<file path="config.mk">
export PLATFORM = sky130hd
export DESIGN_NAME = secmode_ctrl
export DESIGN_NICKNAME = d
export VERILOG_FILES = /design/src/rtl/secmode_pkg.sv /design/src/rtl/secmode_pc_watch.sv /design/src/rtl/secmode_fsm.sv /design/src/rtl/secmode_switches.sv /design/src/rtl/secmode_ctrl.sv
export SDC_FILE = /design/constraint.sdc
export NUM_CORES = 1
export LEC_CHECK = 0
export CORE_AREA = 2 2 39 41
export DETAILED_ROUTE_END_ITERATION = 12
export DIE_AREA = 0 0 41 43
export GPL_TIMING_DRIVEN = 0
export PLACE_DENSITY = 0.81
export SLEW_MARGIN = 0
export SYNTH_ARGS = -nofsm -noshare
export SYNTH_HDL_FRONTEND = slang
export SYNTH_SLANG_ARGS = --single-unit
</file>
<file path="constraint.sdc">
create_clock -name clk -period 3.5 [get_ports clk]
set_input_delay 0.7 -clock clk [delete_from_list [all_inputs] [get_ports clk]]
set_output_delay 0.7 -clock clk [all_outputs]
set_load 0.01 [all_outputs]
</file>
<file path="src/rtl/secmode_pkg.sv">
package secmode_pkg;
    typedef enum logic [1:0] {
        MODE_OPEN   = 2'd0,
        MODE_ENTRY  = 2'd1,
        MODE_SECURE = 2'd2
    } mode_t;

    typedef struct packed {
        logic emu_persist;
        logic emu_session;
        logic dma_block;
    } switch_t;

    localparam int SW_W = $bits(switch_t);

    function automatic switch_t sw_reset_value(input logic keep_persist);
        switch_t s;
        s.emu_persist = keep_persist;
        s.emu_session = 1'b0;
        s.dma_block   = 1'b0;
        return s;
    endfunction
endpackage

</file>
<file path="src/rtl/secmode_pc_watch.sv">
module secmode_pc_watch #(
    parameter int PC_W = 16,
    parameter logic [PC_W-1:0] ROM_LO = 16'h1000,
    parameter logic [PC_W-1:0] ROM_HI = 16'h1FFF
) (
    input  logic [PC_W-1:0] pc,
    input  logic            pc_valid,
    output logic            excursion
);
    logic in_window;

    always_comb begin
        in_window = (pc >= ROM_LO) && (pc <= ROM_HI);
        excursion = pc_valid && !in_window;
    end
endmodule

</file>
<file path="src/rtl/secmode_fsm.sv">
module secmode_fsm
    import secmode_pkg::*;
(
    input  logic  clk,
    input  logic  rst,
    input  logic  auth_req,
    input  logic  auth_done,
    input  logic  auth_pass,
    input  logic  excursion,
    input  logic  exit_req,
    output mode_t mode,
    output logic  auth_fail,
    output logic  enter_sec,
    output logic  leave_sec
);
    mode_t mode_nxt;
    logic  fail_nxt;

    always_comb begin
        mode_nxt  = mode;
        fail_nxt  = 1'b0;
        enter_sec = 1'b0;
        leave_sec = 1'b0;
        unique case (mode)
            MODE_OPEN: begin
                if (auth_req) mode_nxt = MODE_ENTRY;
            end
            MODE_ENTRY: begin
                if (excursion) begin
                    mode_nxt = MODE_OPEN;
                    fail_nxt = 1'b1;
                end else if (auth_done) begin
                    if (auth_pass) begin
                        mode_nxt  = MODE_SECURE;
                        enter_sec = 1'b1;
                    end else begin
                        mode_nxt = MODE_OPEN;
                        fail_nxt = 1'b1;
                    end
                end
            end
            MODE_SECURE: begin
                if (exit_req) begin
                    mode_nxt  = MODE_OPEN;
                    leave_sec = 1'b1;
                end
            end
            default: mode_nxt = MODE_OPEN;
        endcase
    end

    always_ff @(posedge clk) begin
        if (rst) begin
            mode      <= MODE_OPEN;
            auth_fail <= 1'b0;
        end else begin
            mode      <= mode_nxt;
            auth_fail <= fail_nxt;
        end
    end

    p_reset_open_r1: assert property (@(posedge clk) rst |=> (mode == MODE_OPEN) && !auth_fail);

    p_request_entry_r2: assert property (@(posedge clk) disable iff (rst)
        (mode == MODE_OPEN && auth_req) |=> mode == MODE_ENTRY);

    p_excursion_abort_r4: assert property (@(posedge clk) disable iff (rst)
        (mode == MODE_ENTRY && excursion) |=> (mode == MODE_OPEN) && auth_fail);

    p_pass_secure_r5: assert property (@(posedge clk) disable iff (rst)
        (mode == MODE_ENTRY && !excursion && auth_done && auth_pass) |=> mode == MODE_SECURE);

    p_exit_open_r8: assert property (@(posedge clk) disable iff (rst)
        (mode == MODE_SECURE && exit_req) |=> mode == MODE_OPEN);
endmodule

</file>
<file path="src/rtl/secmode_switches.sv">
module secmode_switches
    import secmode_pkg::*;
(
    input  logic            clk,
    input  logic            rst,
    input  mode_t           mode,
    input  logic            enter_sec,
    input  logic            leave_sec,
    input  logic            sw_we,
    input  logic [SW_W-1:0] sw_wdata,
    output logic            dma_block,
    output logic            priv_emu_en,
    output logic            otp_priv_en
);
    switch_t sw;

    always_ff @(posedge clk) begin
        if (rst) begin
            sw <= sw_reset_value(1'b0);
        end else if (enter_sec) begin
            sw           <= sw_reset_value(sw.emu_persist);
            sw.dma_block <= 1'b1;
        end else if (leave_sec) begin
            sw <= sw_reset_value(sw.emu_persist);
        end else if (mode == MODE_SECURE && sw_we) begin
            sw <= switch_t'(sw_wdata);
        end
    end

    always_comb begin
        unique case (mode)
            MODE_ENTRY: begin
                dma_block   = 1'b1;
                priv_emu_en = sw.emu_persist;
                otp_priv_en = 1'b0;
            end
            MODE_SECURE: begin
                dma_block   = sw.dma_block;
                priv_emu_en = sw.emu_session | sw.emu_persist;
                otp_priv_en = 1'b1;
            end
            default: begin
                dma_block   = 1'b0;
                priv_emu_en = 1'b1;
                otp_priv_en = 1'b0;
            end
        endcase
    end

    p_open_unrestricted_r1: assert property (@(posedge clk) disable iff (rst)
        (mode == MODE_OPEN) |-> !dma_block && !otp_priv_en && priv_emu_en);

    p_entry_locked_r3: assert property (@(posedge clk) disable iff (rst)
        (mode == MODE_ENTRY) |-> dma_block && !otp_priv_en);

    p_secure_defaults_r6: assert property (@(posedge clk) disable iff (rst)
        enter_sec |=> dma_block && otp_priv_en && !sw.emu_session);

    p_ignored_write_r7: assert property (@(posedge clk) disable iff (rst)
        (mode != MODE_SECURE && !enter_sec) |=> $stable(sw));

    p_persist_kept_r8: assert property (@(posedge clk) disable iff (rst)
        leave_sec |=> sw.emu_persist == $past(sw.emu_persist));
endmodule

</file>
<file path="src/rtl/secmode_ctrl.sv">
module secmode_ctrl
    import secmode_pkg::*;
#(
    parameter int PC_W = 16,
    parameter logic [PC_W-1:0] ROM_LO = 16'h1000,
    parameter logic [PC_W-1:0] ROM_HI = 16'h1FFF
) (
    input  logic            clk,
    input  logic            rst,
    input  logic            auth_req,
    input  logic            auth_done,
    input  logic            auth_pass,
    input  logic [PC_W-1:0] pc,
    input  logic            pc_valid,
    input  logic            exit_req,
    input  logic            sw_we,
    input  logic [2:0]      sw_wdata,
    output logic [1:0]      mode,
    output logic            auth_fail,
    output logic            dma_block,
    output logic            priv_emu_en,
    output logic            otp_priv_en,
    output logic            pub_jtag_en
);
    mode_t mode_q;
    logic  excursion;
    logic  enter_sec;
    logic  leave_sec;

    secmode_pc_watch #(.PC_W(PC_W), .ROM_LO(ROM_LO), .ROM_HI(ROM_HI)) u_watch (
        .pc        (pc),
        .pc_valid  (pc_valid),
        .excursion (excursion)
    );

    secmode_fsm u_fsm (
        .clk       (clk),
        .rst       (rst),
        .auth_req  (auth_req),
        .auth_done (auth_done),
        .auth_pass (auth_pass),
        .excursion (excursion),
        .exit_req  (exit_req),
        .mode      (mode_q),
        .auth_fail (auth_fail),
        .enter_sec (enter_sec),
        .leave_sec (leave_sec)
    );

    secmode_switches u_sw (
        .clk         (clk),
        .rst         (rst),
        .mode        (mode_q),
        .enter_sec   (enter_sec),
        .leave_sec   (leave_sec),
        .sw_we       (sw_we),
        .sw_wdata    (sw_wdata),
        .dma_block   (dma_block),
        .priv_emu_en (priv_emu_en),
        .otp_priv_en (otp_priv_en)
    );

    assign mode        = mode_q;
    assign pub_jtag_en = 1'b1;
endmodule

</file>
Yosys cells after proc, flatten, opt, wreduce, memory -nomap -nowiden
Cells that the tools add are included.
Word-level totals
  flip-flop bits (word level): 6
  input bits: 27
  output and inout port bits: 7
Cells by class
  $lt $le $gt $ge: 2
  equality and inequality tests: 5
  multiplexer cells: 21
  bitwise gates (word level): 4
  reduce and logical (&&, ||, !) cells: 10
Operators with widths (count)
  16-bit by 13-bit >= comparator with 1-bit output (second input constant): 1
  16-bit by 13-bit <= comparator with 1-bit output (second input constant): 1
  1-bit 2-to-1 mux: 13
  2-bit 2-to-1 mux: 5
  2-bit case mux with 3 select lines: 1
  3-bit AND reduction: 2
  2-bit != test (second input constant): 2
  1-bit case mux with 2 select lines: 2
  1-bit logical AND: 3
  3-bit != test (second input constant): 1
  1-bit inverter: 3
  3-bit nonzero test: 1
  3-bit OR reduction: 1
  2-bit by 1-bit == test with 1-bit output (second input constant): 1
  2-bit == test (second input constant): 1
  2-bit logical NOT: 1
  2-bit OR reduction: 1
  1-bit logical NOT: 1
  1-bit bitwise OR: 1

Logic depth before layout (Yosys ltp)
  word-level depth: 8
  mapped depth: 6
  depth with buffers taken out: 6

By module
From an unflattened synthesis, not the netlist that was laid out.
Second synthesis, totals
  cells, all modules: 43
  area, all modules: 380.4 um2
By module, submodules not included
  secmode_switches: instances 1, cells an instance 23, area each 201.4 um2
  secmode_fsm: instances 1, cells an instance 16, area each 152.6 um2
  secmode_pc_watch: instances 1, cells an instance 2, area each 15.0 um2
  secmode_ctrl: instances 1, cells an instance 2, area each 11.3 um2

Worst setup path after synthesis
Ideal clock, no wire load.
  path type: flip-flop to output port
  start: reg u_fsm.mode[0]
  end: out priv_emu_en
  data arrival time: 1122 ps
  path slack: 1678 ps
  cell stages (with the launch flop): 5
  path buffers: 0
  cells stage by stage: dfxtp_1 -> inv_1 -> ha_1 -> a21oi_1 -> o21ai_0
Between the ends
  longest elaborated chain between the ends: 2
Ends and longest elaborated chain
  start, declared: RTL line secmode_fsm.sv:11  | output mode_t mode,
  start signal, assigned: RTL line secmode_fsm.sv:57  | mode <= mode_nxt;
  2-bit == test or 2-bit by 1-bit == test with 1-bit output (tied branches): RTL line secmode_switches.sv:31  | unique case (mode)
  1-bit case mux with 2 select lines *: RTL line secmode_switches.sv:31
  end, declared: RTL line secmode_ctrl.sv:21  | output logic priv_emu_en,
Mark *: on every way between the ends. The rest lies on a longest branch, timed or not.

Worst setup path after layout
Same ends and word-level chain as after synthesis.

==> reports/qor.csv <==
metric,value,unit
status,finished clean,
diodes,0,
drtIter0Drc,7,
synthArstFlopShare,0,
avgSynthCellArea,8.925,sq um
max_cap_violations,0,
synth_seq_cells,6,
synth-seq-area-share,0.2991,
ctsLongestPathBuffers,2,
critPathKind,reg -> out,
synth_ff_type,dfxtp_1,
irDropWorstVdd,0.1827,mV
syn_nets,75,
ios,34,
n_fill_cell,138,
path_max_fanout,7,
synth_area,401.6,sq um
die-area,1763,sq um
port_buffers,20,
synthTopCellsByCount,"dfxtp_1 (6), inv_1 (4), ha_1 (3)",
rsz0062_at_grt,no,
ctsResizeCount,0,
synth_top_area_share,0.2991,
setup_viol,0,
ctsHoldBuffers,0,
combPwrFrac,0.350,
setup_tns,0,ps
gp_congestion,0.7564,
start_util,0.2902,
slew_viol_final,0,
seq_area,120.1,sq um
post-place-ws,1281,ps
setup_ws,1025,ps
cts_setup_buffers,0,
drt-pass1-iter-count,4,
cts_root_buf,clkbuf_4,
p_per_area,338.3,nW/um^2
final_nets,100,
hold_viol,0,
synth_cells,45,
multiInputGateArea,255.2,sq um
leakagePower,0.2392,nW
ys_types,29,
grt.total_usage,0.1348,
rows,14,
cp-end-kind,output pin,
period_needed,2475,ps
wl_per_cell,10.52,microns
path_clk_slew,50,ps
p_sw,61.69,uW
via_count,409,
swShare,0.2830,
tritoncts,built,
grt_pass1_wl,1.559,mm
drive_gt1_frac,0.1912,
finalWirelength,884,microns
area_growth,60.44,%
synth_top_cell_by_area,dfxtp_1,
antenna_left,0,
viasPerCell,4.869,
finClkSkew,0.2544,ps
grt_max_degree,9,
die_w,41,microns
numClockSinks,6,
internal-power,156.3,uW
yosys.cell_count.top_type,dfxtp_1,
fmax,404.0,MHz
seqPwrFrac,0.350,
cts_buffers,3,
synth.area.top_cells,"dfxtp_1 (30%), ha_1 (9.3%), a21oi_2 (4.4%)",
clkLatencyLatePin,250,ps
clkPwrFrac,0.300,
synth.yosys.warnings,0,
synth-edff-count,0,
route.detailed.drc,0,
critPathLaunchType,flop,
place_hpwl,730.6,microns
antenna_found_initial,0,
htree_levels,1,
gr-total-overflow,0,
coreArea,1384,sq um
die_y,43,microns
grt_pass1_vias,387,
hp-class,reg -> reg,
fin_crit_sh,0.7072,
worstPathRequired,2800,ps
crit_arrival,1780,ps
power by group through the flow:
stage / registers [mW] / logic, mW / clock network [mW]
after CTS: 0.0764 / 0.0765 / 0.0683
final: 0.0763 / 0.0763 / 0.0654
after floorplan: 0.0789 / 0.0350 / 0
after global placement: 0.0776 / 0.0746 / 0
after global routing: 0.0769 / 0.0849 / 0.0732
after detailed placement: 0.0776 / 0.0758 / 0
layout make-up:
class | instances | area share
Sequential cell | 6 | 0.1864
Tap cell | 16 | 0.03107
Multi-Input combinational cell | 33 | 0.3961
Buffer | 1 | 0.01165
Inverter | 5 | 0.02913
Clock buffer | 3 | 0.03495
Timing Repair Buffer | 20 | 0.3107
state kept, by name (all words and copies together) (netlist names):
name / cells
u_fsm.auth_fail: 1
u_fsm.mode: 2
u_sw.sw: 3
logic make-up (layout without fill, tap and decap cells):
family                   Yosys count  count (layout)  synth area share
AO/OA/AOI/OAI                     13              13            0.2555
AND/OR/NAND/NOR                   15              15            0.2523
buffers and inverters              6              29           0.06541
other                              1               1          0.009337
multiplexers                       1               1           0.02492
flip-flops                         6               6            0.2991
adder cells (fa/ha/maj)            3               3           0.09347
critical path, stage by stage, from the launching register on:
cell and delay (ps):
dfxtp_1 330, inv_1 90, ha_1 300, a21oi_1 100, o21ai_0 150, clkdlybuf4s50_1 550
per-layer routing:
layer  vias up  wire length (microns)  global-route usage
li1        207                      -                   -
met1       179                    370              0.1715
met2        19                    413              0.1844
met3         4                     84             0.05236
met4         0                     17             0.08000
met5         -                      0                   0
stage by stage:
stage / cell area, sq um / power [mW] / hold slack, ps / utilization / std cells
6_report: 644.4 / 0.2180 / 463.9 / 0.4656 / 84
5_1_grt: 644.4 / 0.2350 / 492.1 / 0.4656 / 84
4_1_cts: 644.4 / 0.2212 / 466.8 / 0.4656 / 84
3_5_place_dp: 621.8 / 0.1535 / 460.8 / 0.4494 / 81
3_3_place_gp: 621.8 / 0.1522 / 454.7 / 0.4494 / 81
2_1_floorplan: 401.6 / 0.1139 / 440.4 / - / 45
cell usage in the layout, fill, tap and decap left out, drive strengths merged:
cell type	n
dfxtp	6
a31oi	1
o22ai	1
mux2i	1
o32ai	1
clkbuf	3
and3b	1
nor2b	1
nor3b	1
nor3	1
inv	5
nor2	2
nand2b	2
nand3b	2
or4b	1
a22oi	1
nand2	1
a221oi	1
or2	1
buf	1
or2b	1
ha	3
o21ai	4
nand3	1
clkdlybuf4s50	20
a21oi	4
conb	1
worst paths after layout:
path | startpoint | to | slack [ps] | depth (start not counted)
setup / recovery | u_fsm.mode[0] | priv_emu_en | 1020 | 5
hold / removal | u_sw.sw[2] | u_sw.sw[2] | 460 | 2
setup reg to reg | u_fsm.mode[0] | u_sw.sw[1] | 2010 | 6
hold reg to reg | u_sw.sw[2] | u_sw.sw[2] | 460 | 2
(Power assumes the default switching activity.)
